File: src/rtl/opf_pkg.sv
package opf_pkg;
    typedef enum logic [1:0] {
        FMT_SBYTE = 2'd0,
        FMT_UBYTE = 2'd1,
        FMT_WORD  = 2'd2,
        FMT_BIG   = 2'd3
    } opf_fmt_e;
endpackage

File: src/rtl/opf_format.sv
module opf_format
    import opf_pkg::*;
(
    input  logic [7:0]  byte0,
    input  logic [7:0]  byte1,
    input  opf_fmt_e    fmt,
    output logic [15:0] value,
    output logic [1:0]  used,
    output logic [1:0]  need
);
    always_comb begin
        value = '0;
        used  = 2'd1;
        need  = 2'd1;
        unique case (fmt)
            FMT_SBYTE: value = {{8{byte0[7]}}, byte0};
            FMT_UBYTE: value = {8'h00, byte0};
            FMT_WORD: begin
                value = {byte1, byte0};
                used  = 2'd2;
                need  = 2'd2;
            end
            FMT_BIG: begin
                need = 2'd2;
                if (byte0[7]) begin
                    value = {1'b0, byte0[6:0], byte1};
                    used  = 2'd2;
                end else begin
                    value = {8'h00, byte0};
                end
            end
            default: value = '0;
        endcase
    end
endmodule

File: src/rtl/opf_fetch_ctl.sv
module opf_fetch_ctl #(
    parameter int ADDR_W = 16
) (
    input  logic              clk,
    input  logic              rst_n,
    input  logic              flush,
    input  logic [ADDR_W-1:0] flush_addr,
    input  logic              take,
    output logic [ADDR_W-1:0] addr_o,
    output logic              skip_o
);
    typedef struct packed {
        logic [ADDR_W-1:0] addr;
        logic              skip;
    } fctl_t;

    fctl_t s_d, s_q;

    always_comb begin
        s_d = s_q;
        if (flush) begin
            s_d.addr = {flush_addr[ADDR_W-1:1], 1'b0};
            s_d.skip = flush_addr[0];
        end else if (take) begin
            s_d.addr = s_q.addr + ADDR_W'(2);
            s_d.skip = 1'b0;
        end
    end

    always_ff @(posedge clk) begin
        if (!rst_n) s_q <= '0;
        else        s_q <= s_d;
    end

    assign addr_o = s_q.addr;
    assign skip_o = s_q.skip;


    addr_step_chk: assert property (@(posedge clk) disable iff (!rst_n)
        (take && !flush) |=> (addr_o == $past(addr_o) + ADDR_W'(2)));


    addr_hold_chk: assert property (@(posedge clk) disable iff (!rst_n)
        (!take && !flush) |=> (addr_o == $past(addr_o)));
endmodule

File: src/rtl/opf_prefetch.sv
module opf_prefetch
    import opf_pkg::*;
#(
    parameter int ADDR_W    = 16,
    parameter int BUF_BYTES = 4
) (
    input  logic              clk,
    input  logic              rst_n,
    output logic              mem_req,
    output logic [ADDR_W-1:0] mem_addr,
    input  logic              mem_valid,
    input  logic [15:0]       mem_rdata,
    input  logic              req_stb,
    input  logic [1:0]        req_fmt,
    input  logic              flush,
    input  logic [ADDR_W-1:0] flush_addr,
    output logic [15:0]       op_data,
    output logic              op_valid,
    output logic              stall
);
    localparam int CNT_W = $clog2(BUF_BYTES + 1);
    localparam int IDX_W = $clog2(BUF_BYTES);
    localparam logic [CNT_W-1:0] FILL_LIMIT = CNT_W'(BUF_BYTES - 2);

    typedef struct packed {
        logic [BUF_BYTES-1:0][7:0] slots;
        logic [CNT_W-1:0]          cnt;
    } pbuf_t;

    pbuf_t s_d, s_q;

    opf_fmt_e                  fmt;
    logic [15:0]               fmt_value;
    logic [1:0]                fmt_used;
    logic [1:0]                fmt_need;
    logic                      enough;
    logic                      take;
    logic                      skip;
    logic [1:0]                used_n;
    logic [BUF_BYTES-1:0][7:0] slots_sh;
    logic [CNT_W-1:0]          cnt_sh;
    logic [IDX_W-1:0]          wr0;
    logic [IDX_W-1:0]          wr1;

    assign fmt = opf_fmt_e'(req_fmt);

    opf_format u_fmt (
        .byte0 (s_q.slots[0]),
        .byte1 (s_q.slots[1]),
        .fmt   (fmt),
        .value (fmt_value),
        .used  (fmt_used),
        .need  (fmt_need)
    );

    opf_fetch_ctl #(.ADDR_W(ADDR_W)) u_fctl (
        .clk        (clk),
        .rst_n      (rst_n),
        .flush      (flush),
        .flush_addr (flush_addr),
        .take       (take),
        .addr_o     (mem_addr),
        .skip_o     (skip)
    );

    always_comb begin
        enough   = (s_q.cnt >= CNT_W'(fmt_need));
        op_valid = req_stb && !flush && enough;
        stall    = req_stb && !flush && !enough;
        op_data  = fmt_value;
        mem_req  = !flush && (s_q.cnt <= FILL_LIMIT);
        take     = mem_req && mem_valid;

        used_n   = op_valid ? fmt_used : 2'd0;
        slots_sh = s_q.slots >> {used_n, 3'b000};
        cnt_sh   = s_q.cnt - CNT_W'(used_n);
        wr0      = cnt_sh[IDX_W-1:0];
        wr1      = IDX_W'(cnt_sh + CNT_W'(1));

        s_d = s_q;
        if (flush) begin
            s_d.slots = '0;
            s_d.cnt   = '0;
        end else begin
            s_d.slots = slots_sh;
            s_d.cnt   = cnt_sh;
            if (take) begin
                if (skip) begin
                    s_d.slots[wr0] = mem_rdata[15:8];
                    s_d.cnt        = cnt_sh + CNT_W'(1);
                end else begin
                    s_d.slots[wr0] = mem_rdata[7:0];
                    s_d.slots[wr1] = mem_rdata[15:8];
                    s_d.cnt        = cnt_sh + CNT_W'(2);
                end
            end
        end
    end

    always_ff @(posedge clk) begin
        if (!rst_n) s_q <= '0;
        else        s_q <= s_d;
    end


    buf_bound_chk: assert property (@(posedge clk) disable iff (!rst_n)
        s_q.cnt <= CNT_W'(BUF_BYTES));


    addr_even_chk: assert property (@(posedge clk) disable iff (!rst_n)
        mem_addr[0] == 1'b0);


    flush_empty_chk: assert property (@(posedge clk) disable iff (!rst_n)
        flush |=> (s_q.cnt == '0));


    wide_need_chk: assert property (@(posedge clk) disable iff (!rst_n)
        (op_valid && req_fmt[1]) |-> (s_q.cnt >= CNT_W'(2)));


    no_fill_chk: assert property (@(posedge clk) disable iff (!rst_n)
        (!mem_valid && !flush && !op_valid) |=> (s_q.cnt == $past(s_q.cnt)));


    big_short_chk: assert property (@(posedge clk) disable iff (!rst_n)
        (op_valid && req_fmt == 2'd3 && !s_q.slots[0][7])
            |-> (op_data == {8'h00, s_q.slots[0]}));


    flush_quiet_chk: assert property (@(posedge clk) disable iff (!rst_n)
        flush |-> (!op_valid && !mem_req));
endmodule

File: config.mk
export PLATFORM = sky130hd
export DESIGN_NAME = opf_prefetch
export DESIGN_NICKNAME = d
export VERILOG_FILES = /design/src/rtl/opf_pkg.sv /design/src/rtl/opf_format.sv /design/src/rtl/opf_fetch_ctl.sv /design/src/rtl/opf_prefetch.sv
export SDC_FILE = /design/constraint.sdc
export NUM_CORES = 1
export LEC_CHECK = 0
export ABC_AREA = 1
export CAP_MARGIN = 40
export CORE_ASPECT_RATIO = 1.2
export CORE_MARGIN = 4
export CORE_UTILIZATION = 50
export CTS_BUF_LIST = sky130_fd_sc_hd__clkbuf_16
export DETAILED_ROUTE_END_ITERATION = 6
export PLACE_DENSITY = 0.77
export SLEW_MARGIN = 40
export SYNTH_ARGS = -nofsm -noshare
export SYNTH_HDL_FRONTEND = slang
export SYNTH_SLANG_ARGS = --single-unit
File: constraint.sdc
create_clock -name clk -period 2.9 [get_ports clk]
set_input_delay 0.29 -clock clk [delete_from_list [all_inputs] [get_ports clk]]
set_output_delay 0.29 -clock clk [all_outputs]
set_load 0.02 [all_outputs]
==> results.md, run 1 <==
- Worst-Skew Late Latency: 290 ps
- Post-synthesis area per instance: 5.656 um^2
- Top Ports: 74
- Worst path arrival time: 2840 ps
- Warnings from Yosys: 0
- Drt total wl: 14.56 mm
- Syn-to-layout area delta: 25.69%
- Min Tclk post-route: 2618 ps
- Switching share of power: 0.3142
- P_int: 1334 uW
- Worst path max stage delay: 580 ps
- Final worst path period share: 0.9026
- #FFs+latches synth: 51
- Netlist cell types: 36
- PwrDens: 373.8 nW/um^2
- Clock sinks: 51
- Row count: 36
- Die W: 91.07 um
- Core Box Area: 8108 um^2
- Nets: 846
- Vias in the first global route: 4782
- Critical Path Sink Type: flip-flop
- GR Util All Layers: 0.2962
- Num CTS Buffers: 5
- Slowest cell on crit path: clkdlybuf4s50_1
- Antenna diode count: 0
- Register area share after synthesis: 0.2466
- Initial core utilization: 0.5106
- CTS max path bufs: 2
- Maximum clock frequency: 382.0 MHz
- Power, Total: 1945 uW
- Reg clk slew, reported paths: 70 ps
- Drt wl/cell: 16.16 um
- Sequential Power Share: 0.390
- Synthesized area: 4140 um^2
- Post-cts repair resize count: 0
- Clock power share: 0.351
- Startpoint Class: input port
- Failing checks: design-rule violations
- Leakage power: 0.002298 uW
- CTS Root Cell: clkbuf_16
- Gr ovfl total: 0
- Max-slew headroom: 0.6055
- Global route hottest layer: met2
- Cts hold-fix bufs: 0
- Max cap viols: 0
- M3 GR Usage: 0.03287
- Die ar.: 9806 um^2
- Post-Synthesis Cells: 732
- Met1 Use GR: 0.3687
- Setup CP Type: input port to flip-flop
- Most common cell after layout, fill and taps aside: nand2_1
- HP Class: flip-flop to flip-flop
- Post-synth net total: 773
- Cell mode on critical path: nand2_1
- Vias: 5219
- Drt initial violations: 514
- H-tree levels: 2
- Worst EP required: 3120 ps
- IO Port Bufs: 72
- Initial antenna violation count: 0
- Clk_skew: 6.503 ps
- Post-DP HPWL: 10.59 mm
- Setup TNS: 0 ps
- Worst slew pin tran: 591.1 ps
- VDD IR max: 219.3 uV
- Post-layout util: 0.6418
- M2 GR Usage: 0.5171
- Layout cell share with drive strength beyond 1: 0.07568
- Final Hold Viols: 0
- RSZ-0062 raised after global routing: false
- DRC: 2
- Setup violators final: 0
- Placer Congestion: 0.9566
- Drt first pass iters: 7
- Crit-path cells: clkdlybuf4s50_1 -> inv_2 -> nand2_1 -> nand2_4 -> nand4_2 -> inv_1 -> fa_1 -> inv_1 -> buf_12 -> nor2_4 -> nand2_1 -> nand2_1 -> o21ai_1 -> a21oi_1
- Crit Path Max Fanout: 21
- Final Max Tran Viols: 0
- Comb pwr share: 0.259
- CTS tree: done
- Die Y-Extent: 107.7 um
- Vias/cell: 5.792
- Status: finished, violations left
- Post-CTS setup buffers: 0
- Detail Route Antenna Nets: 0
- Largest net degree at the start of global routing: 33
- Leading cell types in the layout, fill and taps excluded: nand2_1, nand3_1, clkdlybuf4s50_1, inv_1
- First-pass GRT wire length: 23.61 mm
- Sw Pwr: 611.1 uW
-- Yosys cell counts --
cell	number	area (um^2)
nand3_1	79	395.4
o21ai_1	14	70.07
nor2_2	1	6.260
nor2_1	36	135.1
nor3_1	1	5.000
nand2_2	5	31.28
clkinv_1	2	7.510
inv_2	4	15.01
ha_1	1	12.51
a2bb2oi_1	1	8.760
nor2_4	5	56.30
fa_1	1	20.02
o211ai_2	1	12.51
nand2_1	288	1081
nand3_2	3	30.03
xnor2_1	3	26.28
nand4_2	1	12.51
conb_1	1	3.750
dfxtp_1	51	1021
buf_6	2	22.52
buf_2	9	45.04
buf_4	5	37.54
clkbuf_1	18	67.56
a21oi_1	40	200.2
a22oi_1	1	7.510
o21ai_0	51	255.2
a22o_1	1	8.760
xor2_1	6	52.55
buf_1	2	7.510
o221ai_1	2	17.52
a31oi_1	11	68.82
o211ai_1	11	82.58
nand2_4	2	22.52
or2_2	1	6.260
inv_1	65	244.0
nand4_1	7	43.79
-- registers in the layout (all words and copies together) (netlist names) --
register       flops
u_fctl.addr_o     15
s_q               35
u_fctl.skip_o      1
-- routing by layer --
metal	wire, um	vias up	part of all wire
met3	1216	53	0.084
met4	565	0	0.039
met5	0	-	0
li1	-	2521	-
met1	5713	2331	0.39
met2	7063	314	0.49
-- final cells by class --
| type | instances | area (um^2) |
|---|---|---|
| Sequential cell | 51 | 1021 |
| Multi-Input combinational cell | 574 | 2675 |
| Clock buffer | 5 | 125.1 |
| Timing Repair Buffer | 102 | 958.4 |
| Inverter | 71 | 266.5 |
| Fill cell | 802 | 2904 |
| Tap cell | 95 | 118.9 |
| Clock inverter | 3 | 38.79 |
-- power groups by stage --
| stage | Sequential (uW) | Clock, uW | Combinational (uW) |
|---|---|---|---|
| global placement | 773 | 0 | 486 |
| finish | 759 | 683 | 503 |
| floorplan | 783 | 0 | 277 |
| global route | 763 | 712 | 551 |
| CTS | 758 | 685 | 495 |
| detailed placement | 774 | 0 | 492 |
-- cells by family after synthesis --
group	after synthesis	share of synthesized area
and+or+nand+nor	429	0.4409
AOI/OAI and AO/OA	133	0.1768
buffers and inverters	107	0.1079
DFF	51	0.2466
xor gates and xnor gates	9	0.01904
adders and majority gates	2	0.007857
other	1	0.0009057
-- metrics by stage --
step | instance area [um^2] | hold slack (ps) | setup WS (ps) | std cells
floorplan | 4140 | 439.0 | 324.3 | 732
global placement | 5037 | 486.6 | 83.15 | 893
detailed placement | 5037 | 498.7 | 42.82 | 893
CTS | 5201 | 512.8 | 335.7 | 901
global route | 5204 | 550.6 | 155.3 | 901
finish | 5204 | 505.0 | 282.5 | 901
-- final timing paths --
check	start	end	slack, ps	cells past startpoint
setup / recovery	req_fmt[1]	s_q[16]$_SDFF_PP0_	280	14
setup reg to reg	s_q[0]$_SDFF_PP0_	s_q[34]$_SDFF_PP0_	440	12
hold reg to reg	u_fctl.addr_o[4]$_SDFFE_PN0P_	u_fctl.addr_o[4]$_SDFFE_PN0P_	510	2
hold / removal	u_fctl.addr_o[4]$_SDFFE_PN0P_	u_fctl.addr_o[4]$_SDFFE_PN0P_	510	2
-- critical path: cells and delay by family --
kind,cells,cell delay [ps]
simple gates,6,840
buf+inv,5,960
compound gates,2,250
fa+ha+maj,1,490
Power figures use the tool's default switching activity.
==> run 2: changes to the inputs <==
CAP_MARGIN = default   (was 40)
==> results of run 2 <==
No change in the layout: final DEF, timing and power equal those of run 1.
==> run 3: changes to the inputs <==
GPL_ROUTABILITY_DRIVEN = 0   (was default)
==> run 3 against run 2 <==
The run now ends clean. Clock skew decreased by 3.5 ps. Combinational power decreased by 1%. Wire length shrank 5.2%. Flip-flop and latch count did not move. First-iteration DRC count up 42%. Hold slack hardly changed. Sequential share of layout area barely moved. Largest cell class unchanged.
==> results.md, run 3 (synthesis results as in run 1) <==
- Maximum clock frequency: 390.2 MHz (was 382.0 MHz)
- Die W: 91.07 um (unchanged)
- Max-slew headroom: 0.6078 (was 0.6055)
- Crit-path cells: clkdlybuf4s50_1 -> inv_2 -> nand2_1 -> nand2_4 -> nand2_4 -> buf_4 -> inv_2 -> clkdlybuf4s50_1 (was clkdlybuf4s50_1 -> inv_2 -> nand2_1 -> nand2_4 -> nand4_2 -> inv_1 -> fa_1 -> inv_1 -> buf_12 -> nor2_4 -> nand2_1 -> nand2_1 -> o21ai_1 -> a21oi_1)
- Detail Route Antenna Nets: 0 (unchanged)
- Setup violators final: 0 (unchanged)
- CP Capture Point: op_valid (was s_q[16]$_SDFF_PP0_)
- Clk_skew: 3.041 ps (was 6.503 ps)
- Post-cts repair resize count: 0 (unchanged)
- Drt first pass iters: 6 (was 7)
- Max reg flops: 35 (unchanged)
- Die ar.: 9806 um^2 (unchanged)
- Gr ovfl total: 0 (unchanged)
- Power, Total: 1951 uW (was 1945 uW)
- Die Y-Extent: 107.7 um (unchanged)
- Worst EP required: 2610 ps (was 3120 ps)
- Drt wl/cell: 15.29 um (was 16.16 um)
- CTS max path bufs: 2 (unchanged)
- Setup TNS: 0 ps (unchanged)
- Setup slack after layout: 337.4 ps (was 282.5 ps)
- Status: completed (was finished, violations left)
- R2R depth: 14 (was 12)
- Final worst path period share: 0.8837 (was 0.9026)
- IO Port Bufs: 72 (unchanged)
- Final Hold Viols: 0 (unchanged)
- Vias in the first global route: 4841 (was 4782)
- M3 GR Usage: 0.04895 (was 0.03287)
- Hold slack: 505.2 ps (was 505.0 ps)
- Post-DP HPWL: 9.864 mm (was 10.59 mm)
- GR Util All Layers: 0.2774 (was 0.2962)
- VDD IR max: 356.1 uV (was 219.3 uV)
- DRC: 0 (was 2)
- PwrDens: 374.5 nW/um^2 (was 373.8 nW/um^2)
- RSZ-0062 raised after global routing: false (unchanged)
- Max cap viols: 0 (unchanged)
- HP Class: flip-flop to flip-flop (unchanged)
- Post-layout util: 0.6426 (was 0.6418)
- Reg2reg setup slack: 440 ps (about the same)
- Critical Path Sink Type: primary output (was flip-flop)
- Leading cell types in the layout, fill and taps excluded: nand2_1, nand3_1, clkdlybuf4s50_1, inv_1 (unchanged)
- Pre-CTS setup slack: 53.84 ps (was 42.82 ps)
- Largest net degree at the start of global routing: 30 (was 33)
- Crit path from: req_fmt[1] (unchanged)
- Antenna diode count: 0 (unchanged)
- Setup CP Type: input port to primary output (was input port to flip-flop)
- Worst-Skew Late Latency: 300 ps (was 290 ps)
- RR Startpoint: s_q[2]$_SDFF_PP0_ (was s_q[0]$_SDFF_PP0_)
- Global route hottest layer: met2 (unchanged)
- Worst path arrival time: 2270 ps (was 2840 ps)
- Met1 Use GR: 0.3376 (was 0.3687)
- Slowest cell on crit path: clkdlybuf4s50_1 (unchanged)
- Layout cell share with drive strength beyond 1: 0.07797 (was 0.07568)
- Num CTS Buffers: 5 (unchanged)
- Cts hold-fix bufs: 0 (unchanged)
- CTS Root Cell: clkbuf_16 (unchanged)
- Post-CTS setup buffers: 0 (unchanged)
- Drt total wl: 13.81 mm (was 14.56 mm)
- Min Tclk post-route: 2563 ps (was 2618 ps)
- Nets: 848 (was 846)
- Top Ports: 74 (unchanged)
- Most common cell after layout, fill and taps aside: nand2_1 (unchanged)
- Row count: 36 (unchanged)
- CTS tree: done (unchanged)
- First-pass GRT wire length: 22.65 mm (was 23.61 mm)
- Worst path max stage delay: 580 ps (about the same)
- Syn-to-layout area delta: 25.84% (was 25.69%)
- Vias: 5206 (was 5219)
- Core Box Area: 8108 um^2 (unchanged)
- Leakage power: 0.002308 uW (was 0.002298 uW)
- Vias/cell: 5.765 (was 5.792)
- M2 GR Usage: 0.4729 (was 0.5171)
- Clock sinks: 51 (unchanged)
- Largest register by flop count: s_q (unchanged)
- Crit Path Max Fanout: 26 (was 21)
- Drt initial violations: 729 (was 514)
- Reg clk slew, reported paths: 70 ps (about the same)
- Initial antenna violation count: 0 (unchanged)
- Final Max Tran Viols: 0 (unchanged)
- H-tree levels: 2 (unchanged)
- Worst slew pin tran: 587.6 ps (was 591.1 ps)
- Initial core utilization: 0.5106 (unchanged)
- Startpoint Class: input port (unchanged)
- FF-to-FF End: s_q[18]$_SDFF_PP0_ (was s_q[34]$_SDFF_PP0_)
-- run 3: changes by cell type in the layout (fill, tap and decap cells not counted) --
| cell | delta |
|---|---|
| clkinv_2 | -1 |
| inv_6 | +1 |
| buf_12 | -1 |
| buf_4 | +3 |
-- run 3: worst min path at each step --
| stage | startpoint | end | cells past startpoint |
|---|---|---|---|
| floorplan | flush_addr[0] | u_fctl.skip_o$_SDFFE_PN0P_ | 2 |
| global placement | u_fctl.addr_o[4]$_SDFFE_PN0P_ | u_fctl.addr_o[4]$_SDFFE_PN0P_ | 2 |
| detailed placement | u_fctl.addr_o[4]$_SDFFE_PN0P_ | u_fctl.addr_o[4]$_SDFFE_PN0P_ | 2 |
| CTS | u_fctl.addr_o[4]$_SDFFE_PN0P_ | u_fctl.addr_o[4]$_SDFFE_PN0P_ | 2 |
| global route | u_fctl.addr_o[2]$_SDFFE_PN0P_ | u_fctl.addr_o[2]$_SDFFE_PN0P_ | 2 |
| finish | u_fctl.addr_o[4]$_SDFFE_PN0P_ | u_fctl.addr_o[4]$_SDFFE_PN0P_ | 2 |
-- run 3: critical path: cells and delay by family --
family	cells	cell delay, ps
buffers and inverters	5	1660
and+or+nand+nor	3	300
-- run 3: power by group --
group	total (uW)	internal (uW)	switching, uW
Combinational	498	201	297
Sequential	758	729	28.6
Clock	695	408	287
-- run 3: area by class of cell --
type,instances,area (um^2)
Clock buffer,5,125.1
Timing Repair Buffer,104,960.9
Sequential cell,51,1021
Multi-Input combinational cell,574,2675
Tap cell,95,118.9
Fill cell,770,2898
Clock inverter,3,42.54
Inverter,71,266.5
-- run 3: routing by layer --
| metal | part of all wire | wire length, um |
|---|---|---|
| met5 | 0 | 0 |
| met4 | 0.043 | 587 |
| met3 | 0.097 | 1339 |
| met2 | 0.45 | 6263 |
| met1 | 0.41 | 5615 |
-- run 3: per-stage QoR --
stage	std cells	instance area (um^2)
finish	903	5210
global route	903	5210
CTS	903	5207
detailed placement	895	5040
global placement	895	5040
floorplan	732	4140
